$ cat config.mk
export PLATFORM = sky130hd
export DESIGN_NAME = cap_addr_gen
export DESIGN_NICKNAME = d
export VERILOG_FILES = /design/src/rtl/cag_pkg.sv /design/src/rtl/cag_gate.sv /design/src/rtl/cag_span.sv /design/src/rtl/cag_bounds.sv /design/src/rtl/cap_addr_gen.sv
export SDC_FILE = /design/constraint.sdc
export NUM_CORES = 1
export LEC_CHECK = 0
export BUFFER_PORTS_ARGS = -buffer_cell sky130_fd_sc_hd__buf_2
export CORE_ASPECT_RATIO = 0.75
export CORE_MARGIN = 2
export CORE_UTILIZATION = 33
export CTS_BUF_LIST = sky130_fd_sc_hd__clkbuf_8
export DETAILED_ROUTE_END_ITERATION = 8
export PLACE_DENSITY = 0.64
export SLEW_MARGIN = 0
export SYNTH_ARGS = -nofsm -noshare
export SYNTH_HDL_FRONTEND = slang
export SYNTH_SLANG_ARGS = --single-unit
$ cat constraint.sdc
create_clock -name clk -period 20.8 [get_ports clk]
set_input_delay 3.12 -clock clk [delete_from_list [all_inputs] [get_ports clk]]
set_output_delay 3.12 -clock clk [all_outputs]
set_load 0.1 [all_outputs]
$ cat src/rtl/cag_pkg.sv
package cag_pkg;
   localparam logic [2:0] CAUSE_NONE    = 3'd0;
   localparam logic [2:0] CAUSE_LENGTH  = 3'd1;
   localparam logic [2:0] CAUSE_TAG     = 3'd2;
   localparam logic [2:0] CAUSE_SEAL    = 3'd3;
   localparam logic [2:0] CAUSE_PLOAD   = 3'd4;
   localparam logic [2:0] CAUSE_PSTORE  = 3'd5;
   localparam logic [2:0] CAUSE_ILLEGAL = 3'd6;

   typedef enum logic [1:0] {
      KIND_LOAD  = 2'd0,
      KIND_STORE = 2'd1,
      KIND_FETCH = 2'd2,
      KIND_RSVD  = 2'd3
   } kind_e;

   localparam logic [2:0] WID_WL = 3'd4;
   localparam logic [2:0] WID_WR = 3'd5;
   localparam logic [2:0] WID_DL = 3'd6;
   localparam logic [2:0] WID_DR = 3'd7;
endpackage

$ cat src/rtl/cag_gate.sv
module cag_gate
   import cag_pkg::*;
(
   input  logic       tag,
   input  logic       sealed,
   input  logic       perm_load,
   input  logic       perm_store,
   input  logic [1:0] kind,
   output logic [2:0] gate_cause
);
   kind_e kind_q;
   assign kind_q = kind_e'(kind);

   always_comb begin
      if (!tag)
         gate_cause = CAUSE_TAG;
      else if (sealed)
         gate_cause = CAUSE_SEAL;
      else begin
         case (kind_q)
            KIND_LOAD:  gate_cause = perm_load  ? CAUSE_NONE : CAUSE_PLOAD;
            KIND_STORE: gate_cause = perm_store ? CAUSE_NONE : CAUSE_PSTORE;
            default:    gate_cause = CAUSE_ILLEGAL;
         endcase
      end
   end
endmodule

$ cat src/rtl/cag_span.sv
module cag_span
   import cag_pkg::*;
#(
   parameter int ADDR_W = 64,
   parameter int SIZE_W = 4
) (
   input  logic [ADDR_W-1:0] va,
   input  logic [2:0]        width,
   output logic [ADDR_W-1:0] span_start,
   output logic [SIZE_W-1:0] span_size
);
   localparam int NGRAN = 2;

   logic [SIZE_W-1:0] l_size  [NGRAN];
   logic [SIZE_W-1:0] r_size  [NGRAN];
   logic [ADDR_W-1:0] r_start [NGRAN];

   for (genvar g = 0; g < NGRAN; g++) begin : g_gran
      localparam int LB   = 2 + g;
      localparam int GRAN = 1 << LB;
      logic [LB-1:0] ofs;
      assign ofs        = va[LB-1:0];
      assign l_size[g]  = SIZE_W'(GRAN) - SIZE_W'(ofs);
      assign r_size[g]  = SIZE_W'(ofs) + SIZE_W'(1);
      assign r_start[g] = {va[ADDR_W-1:LB], {LB{1'b0}}};
   end

   always_comb begin
      span_start = va;
      span_size  = SIZE_W'(1) << width[1:0];
      case (width)
         WID_WL: span_size = l_size[0];
         WID_WR: begin
            span_start = r_start[0];
            span_size  = r_size[0];
         end
         WID_DL: span_size = l_size[1];
         WID_DR: begin
            span_start = r_start[1];
            span_size  = r_size[1];
         end
         default: ;
      endcase
   end
endmodule

$ cat src/rtl/cag_bounds.sv
module cag_bounds #(
   parameter int ADDR_W = 64,
   parameter int SIZE_W = 4
) (
   input  logic [ADDR_W-1:0] span_start,
   input  logic [SIZE_W-1:0] span_size,
   input  logic [ADDR_W-1:0] base,
   input  logic [ADDR_W:0]   top,
   output logic              out_of_bounds
);
   localparam int EXT_W = ADDR_W + 1;
   logic [EXT_W-1:0] span_end;

   assign span_end      = {1'b0, span_start} + EXT_W'(span_size);
   assign out_of_bounds = (span_end > top) || (span_start < base);
endmodule

$ cat src/rtl/cap_addr_gen.sv
module cap_addr_gen
   import cag_pkg::*;
#(
   parameter int ADDR_W          = 64,
   parameter int REG_W           = 5,
   parameter int DEFAULT_CAP_IDX = 0
) (
   input  logic              clk,
   input  logic              rst_n,
   input  logic              req_valid,
   input  logic [1:0]        req_kind,
   input  logic [2:0]        req_width,
   input  logic [ADDR_W-1:0] req_offset,
   input  logic              cap_tag,
   input  logic              cap_sealed,
   input  logic              cap_perm_load,
   input  logic              cap_perm_store,
   input  logic [ADDR_W-1:0] cap_cursor,
   input  logic [ADDR_W-1:0] cap_base,
   input  logic [ADDR_W:0]   cap_top,
   output logic              rsp_valid,
   output logic [ADDR_W-1:0] rsp_addr,
   output logic [2:0]        rsp_cause,
   output logic [REG_W-1:0]  rsp_regnum
);
   localparam int SIZE_W = 4;

   if (ADDR_W < 8) begin : g_bad_addr_w
      $error("cap_addr_gen: ADDR_W must be at least 8");
   end
   if (DEFAULT_CAP_IDX >= (1 << REG_W)) begin : g_bad_idx
      $error("cap_addr_gen: DEFAULT_CAP_IDX does not fit REG_W");
   end

   logic [ADDR_W-1:0] va;
   logic [ADDR_W-1:0] span_start;
   logic [SIZE_W-1:0] span_size;
   logic              oob;
   logic [2:0]        gate_cause;
   logic [2:0]        final_cause;

   assign va = cap_cursor + req_offset;

   cag_gate u_gate (
      .tag        (cap_tag),
      .sealed     (cap_sealed),
      .perm_load  (cap_perm_load),
      .perm_store (cap_perm_store),
      .kind       (req_kind),
      .gate_cause (gate_cause)
   );

   cag_span #(.ADDR_W(ADDR_W), .SIZE_W(SIZE_W)) u_span (
      .va         (va),
      .width      (req_width),
      .span_start (span_start),
      .span_size  (span_size)
   );

   cag_bounds #(.ADDR_W(ADDR_W), .SIZE_W(SIZE_W)) u_bounds (
      .span_start    (span_start),
      .span_size     (span_size),
      .base          (cap_base),
      .top           (cap_top),
      .out_of_bounds (oob)
   );

   always_comb begin
      if (gate_cause != CAUSE_NONE) final_cause = gate_cause;
      else if (oob)                 final_cause = CAUSE_LENGTH;
      else                          final_cause = CAUSE_NONE;
   end

   always_ff @(posedge clk) begin
      if (!rst_n) begin
         rsp_valid <= 1'b0;
         rsp_addr  <= '0;
         rsp_cause <= CAUSE_NONE;
      end else begin
         rsp_valid <= req_valid;
         if (req_valid) begin
            rsp_cause <= final_cause;
            rsp_addr  <= (final_cause == CAUSE_NONE) ? va : '0;
         end
      end
   end

   assign rsp_regnum = REG_W'(DEFAULT_CAP_IDX);

   p_rsp_follows_req_r1: assert property (@(posedge clk) disable iff (!rst_n)
      req_valid |=> rsp_valid);
   p_rsp_idle_r1: assert property (@(posedge clk) disable iff (!rst_n)
      !req_valid |=> !rsp_valid);
   p_tag_first_r2: assert property (@(posedge clk) disable iff (!rst_n)
      (req_valid && !cap_tag) |=> (rsp_cause == CAUSE_TAG));
   p_seal_second_r3: assert property (@(posedge clk) disable iff (!rst_n)
      (req_valid && cap_tag && cap_sealed) |=> (rsp_cause == CAUSE_SEAL));
   p_fetch_illegal_r4: assert property (@(posedge clk) disable iff (!rst_n)
      (req_valid && cap_tag && !cap_sealed && req_kind[1]) |=> (rsp_cause == CAUSE_ILLEGAL));
   p_addr_sum_r5: assert property (@(posedge clk) disable iff (!rst_n)
      req_valid |=> ((rsp_cause != CAUSE_NONE) || (rsp_addr == $past(cap_cursor + req_offset))));
   p_fault_zero_addr_r10: assert property (@(posedge clk) disable iff (!rst_n)
      (rsp_valid && rsp_cause != CAUSE_NONE) |-> (rsp_addr == '0));
endmodule

==> results of run 1 <==
-- placed cells by master, fill, tap and decap left out, types with 65 or more instances in the layout --
cell,n
nand4_1,65
dfxtp_1,68
a22o_1,66
nand2_1,119
o21ai_0,77
a21oi_1,111
a21o_1,80
inv_1,165
nor2_1,80
buf_2,336
xnor2_1,66
ha_1,197
-- cell type report --
class | count | area, sq um
Antenna cell | 7 | 17.5
Clock buffer | 9 | 124
Clock inverter | 7 | 75.1
Fill cell | 3638 | 20700
Inverter | 165 | 619
Multi-Input combinational cell | 1249 | 9360
Sequential cell | 68 | 1360
Tap cell | 457 | 572
Timing Repair Buffer | 347 | 1760
-- cell families after synthesis --
logic type | synth area share
buffers and inverters | 0.0754
AND/OR/NAND/NOR | 0.214
other | 0.000324
flip-flops | 0.118
adder cells (fa/ha/maj) | 0.217
multiplexers | 0.00173
XOR/XNOR | 0.0887
AO/OA/AOI/OAI | 0.286
-- flip-flops by register name (all words and copies together), names as in the netlist --
signal / cells
rsp_addr: 64
rsp_cause: 3
rsp_valid: 1
-- per-layer routing --
metal  global-route usage  vias up  wire, um
met5                    0        -         0
met4               0.0665        0       949
met3               0.0277       53      3080
met2                0.348      479     19000
met1                0.361     6025     22200
li1                     -     6254         -
-- path summary, 6_finish.rpt --
kind / to
setup / recovery: rsp_addr[17]
hold reg to reg: rsp_addr[23]
hold / removal: rsp_addr[23]
setup reg to reg: rsp_cause[2]
-- power groups by stage --
stage / Clock [mW] / Combinational (mW) / Sequential [mW]
2_1_floorplan: 0 / 0.317 / 0.143
3_3_place_gp: 0 / 0.462 / 0.135
3_5_place_dp: 0 / 0.473 / 0.135
4_1_cts: 0.118 / 0.476 / 0.132
5_1_grt: 0.123 / 0.534 / 0.132
6_report: 0.116 / 0.483 / 0.132
-- through the flow --
step                      worst slack (ps)  hold slack [ps]  utilization  total power [mW]
after floorplan                      11060              993            -             0.460
after global placement               10000              459        0.395             0.597
after detailed placement              9720              459        0.395             0.608
after CTS                            10090              482        0.401             0.725
after global routing                  9330              490        0.401             0.788
final                                 9920              481        0.401             0.731
==> results.cfg, run 1 <==
[yosys]
synth_top_area_cell = ha_1
yosysUniqueCellTypes = 90
seq_area_frac_synth = 0.118
synth_top_area_share = 0.213
ys_top_cells_by_area = ha_1 21%, dfxtp_1 12%, inv_1 5.4%
syn_area_sq_mm = 0.0116
synthFlopType = dfxtp_1
yosysWarnings = 0
synthArstFlopShare = 0
synthCells = 1531
syn_avg_cell_area_sq_um = 7.56
synth_enable_flop_cells = 0
synth.most_common_cell = ha_1
synth_common_cells = 197 x ha_1, 165 x inv_1, 119 x nand2_1, 111 x a21oi_1
ys_ff_latch = 68

[setup_path]
crit_slowest_cell = nor4_2
rr_worst_depth = 3
worst-path-stages = 28
slowest_delay_ps = 740
startpoint = req_offset[0]
cp_max_fo = 44
arrival_ps = 11190
required_ps = 21110
worstSetupStartpointType = input port
regToRegStartpoint = rsp_cause[2]
crit_type = in -> reg
path_buf_inv = 2
cp_top_family = simple AND/OR/NAND/NOR gates
cpMostUsedCell = ha_1
critPathCaptureType = flip-flop
rrSetupSlack_ps = 20120

[cells_and_area]
drive_above_1_share = 0.227
finalNonFillerCells = 2309
fin_nets = 2308
syn2layout_area_growth_pct = 20.1
fin_area_sq_mm = 0.0139

[min_path]
hold_path.class = reg -> reg
holdPathStages = 1
hp-start = rsp_addr[23]

[cts]
cts.sinks = 68
htree_num_levels = 3
clk_pin_slew_ps = 80
clk_path_buf_depth = 2
cts_buffers = 9
post_cts_resized = 0
clock_latency_ps = 370
cts_hold_buf = 0
root_buffer = clkbuf_8
cts_tree = built
postCtsSetupRepairBufs = 0

[drt]
viasPerCell = 5.55
drt_iter0_drc = 1070
ant_nets = 0
wirelength_um = 45300
dr.pass1.iters = 7
via_count = 12800
drc = 0
avgRoutedWirePerCell_um = 19.6

[power]
vdd.ir_drop.worst_mv = 0.0257
p_sw_frac = 0.496
clockPowerShare = 0.158
static-leakage-power_nw = 7.06
p_seq_frac = 0.181
power_switching_mw = 0.362
p_per_area_mw_per_mm2 = 52.6
power_frac_comb = 0.661
cellInternalPower_mw = 0.369

[timing]
maxSlewHeadroom = 0.338
fmaxAchievable_mhz = 91.9
setup_viol = 0
finalCritPeriodShare = 0.523
finalHoldViolations = 0
tightestPinTransition_ps = 989
rsz0062_at_grt = no
fin_setup_tns_ps = 0
maxSlewViolCount = 0
skew_ps = 0
min_period_ps = 10880

[grt]
grt_pass1_wl_um = 68000
antenna_found_initial = 7
grt_max_degree = 65
grt_pass1_vias = 12100
grt_overflow = 0
grtUsageTotal = 0.238

[placement]
numPortBuffers = 336
hpwl_um = 39400
gp_congestion = 0.952
dpl_cell_area_sq_mm = 0.0137
dp.cells = 2286

[run_status]
status = complete, no violations

[floorplan]
start_util = 0.334
coreArea_sq_mm = 0.0346
io_pins = 342
die_y_um = 166
dieArea_sq_mm = 0.0366
rows = 59
die_x_um = 220

[run]
max_cap_viol_count = 0
Note: power is estimated with default switching activity, not from simulation.
==> inputs of run 2 (changes only) <==
--- a/config.mk
+++ b/config.mk
@@ -11,7 +11,7 @@
 export CORE_UTILIZATION = 33
 export CTS_BUF_LIST = sky130_fd_sc_hd__clkbuf_8
 export DETAILED_ROUTE_END_ITERATION = 8
-export PLACE_DENSITY = 0.64
+export PLACE_DENSITY = 0.66
 export SLEW_MARGIN = 0
 export SYNTH_ARGS = -nofsm -noshare
 export SYNTH_HDL_FRONTEND = slang
==> constraint.sdc (replaced) <==
create_clock -name clk -period 9.3 [get_ports clk]
set_input_delay 1.395 -clock clk [delete_from_list [all_inputs] [get_ports clk]]
set_output_delay 1.395 -clock clk [all_outputs]
set_load 0.1 [all_outputs]
==> results.cfg, run 2 (synthesis results as in run 1) <==
[grt]
antenna_found_initial = 8
grt_max_degree = 65
grtUsageTotal = 0.237
grt_pass1_wl_um = 68200
grt_pass1_vias = 12200
grt_overflow = 0

[setup_path]
critPathCaptureType = flip-flop
crit_type = in -> reg
cp_max_fo = 38
required_ps = 9590
crit_slowest_cell = fa_1
slowest_delay_ps = 650
arrival_ps = 8840
rrSetupSlack_ps = 8620
worstSetupStartpointType = input port
r2r-end = rsp_cause[2]
rr_worst_depth = 3
regToRegStartpoint = rsp_cause[2]
cpMostUsedCell = ha_1

[drt]
wirelength_um = 45300
ant_nets = 0
via_count = 12800
drc = 0
avgRoutedWirePerCell_um = 19.5
dr.pass1.iters = 6
viasPerCell = 5.50
drt_iter0_drc = 992

[power]
power_mw = 1.67
static-leakage-power_nw = 7.17
p_per_area_mw_per_mm2 = 119
vdd.ir_drop.worst_mv = 0.0557

[cells_and_area]
syn2layout_area_growth_pct = 21.4
drive_above_1_share = 0.235
reg.largest.list = rsp_addr (64), rsp_cause (3), rsp_valid (1)
layout_common_cells = 336 x buf_2, 197 x ha_1, 165 x inv_1
fillers = 3632
max_flop_register = rsp_addr
fin_nets = 2328
largest_register_ffs = 64
layout_commonest_cell = buf_2

[cts]
cts.sinks = 68
post_cts_resized = 0
clk_path_buf_depth = 2
htree_num_levels = 3
clock_latency_ps = 350
cts_tree = built
cts_buffers = 9
root_buffer = clkbuf_8
clk_pin_slew_ps = 80
cts_hold_buf = 0
postCtsSetupRepairBufs = 0

[timing]
finalHoldViolations = 0
fin_setup_tns_ps = 0
maxSlewViolCount = 0
tightestPinTransition_ps = 1020
timing.final.ws_setup_ps = 753
skew_ps = 0
min_period_ps = 8550
finalCritPeriodShare = 0.919
setup_viol = 0
fmaxAchievable_mhz = 117
rsz0062_at_grt = no
maxSlewHeadroom = 0.319

[placement]
hpwl_um = 39400
gp_congestion = 0.968
post-place-ws_ps = 480
numPortBuffers = 336

[run]
max_cap_viol_count = 0

[floorplan]
rows = 59
start_util = 0.334
die_x_um = 220
coreArea_sq_mm = 0.0346
dieArea_sq_mm = 0.0366
die_y_um = 166
io_pins = 342

[min_path]
hold_path.class = reg -> reg
hp-start = rsp_addr[14]
holdPathStages = 1
min_to = rsp_addr[14]

[run_status]
status = complete, no violations
-- run 2: cell types whose count changed in the layout (fill, tap and decap cells not counted) --
| cell | previous run | this run |
|---|---|---|
| inv_6 | 1 | 3 |
| clkinv_2 | 1 | 0 |
| buf_4 | 11 | 31 |
| clkinvlp_4 | 3 | 1 |
| clkinv_4 | 1 | 2 |
-- run 2: per-stage QoR --
stage	instance area [sq um]	utilization	instances	hold WS, ps
final	14000	0.406	2329	479
after global routing	14000	0.406	2329	500
after CTS	14000	0.405	2322	481
after detailed placement	13800	0.399	2306	462
after global placement	13800	0.399	2306	458
after floorplan	11600	-	1535	993
-- run 2: worst max-delay path by stage --
stage	startpoint	endpoint	slack, ps	cells after the start
after detailed placement	req_offset[0]	rsp_addr[15]	480	29
after global routing	req_offset[0]	rsp_addr[15]	200	29
after CTS	req_offset[0]	rsp_addr[15]	830	29
after global placement	req_offset[0]	rsp_addr[2]	810	29
final	req_offset[0]	rsp_addr[15]	750	29
after floorplan	req_offset[0]	rsp_addr[0]	1280	29
-- run 2: critical path, delay by kind of cell --
| kind | cells | cell delay, ps |
|---|---|---|
| buffers and inverters | 3 | 580 |
| and+or+nand+nor | 13 | 4140 |
| adders and majority gates | 5 | 1630 |
| AOI/OAI and AO/OA | 7 | 970 |
| xor gates and xnor gates | 1 | 100 |
-- run 2: routing by layer --
metal / part of all wire / vias up / global-route usage
met2: 0.41 / 456 / 0.342
li1: - / 6302 / -
met3: 0.057 / 61 / 0.0231
met5: 0.00029 / - / 0
met4: 0.029 / 2 / 0.0829
met1: 0.50 / 5995 / 0.360
-- run 2: where the power goes --
group	internal [mW]	leakage (nW)	switching, mW
sequential	0.294	0.549	0.00144
combinational	0.428	6.52	0.677
clock	0.128	0.101	0.138
total	0.849	7.17	0.817
-- run 2: area by class of cell --
type | count | area (sq um) | area share
Sequential cell | 68 | 1360 | 0.0969
Antenna cell | 7 | 17.5 | 0.00125
Tap cell | 457 | 572 | 0.0407
Multi-Input combinational cell | 1249 | 9360 | 0.666
Clock buffer | 9 | 124 | 0.00882
Timing Repair Buffer | 367 | 1910 | 0.136
Inverter | 165 | 619 | 0.0441
Clock inverter | 7 | 81.3 | 0.00579
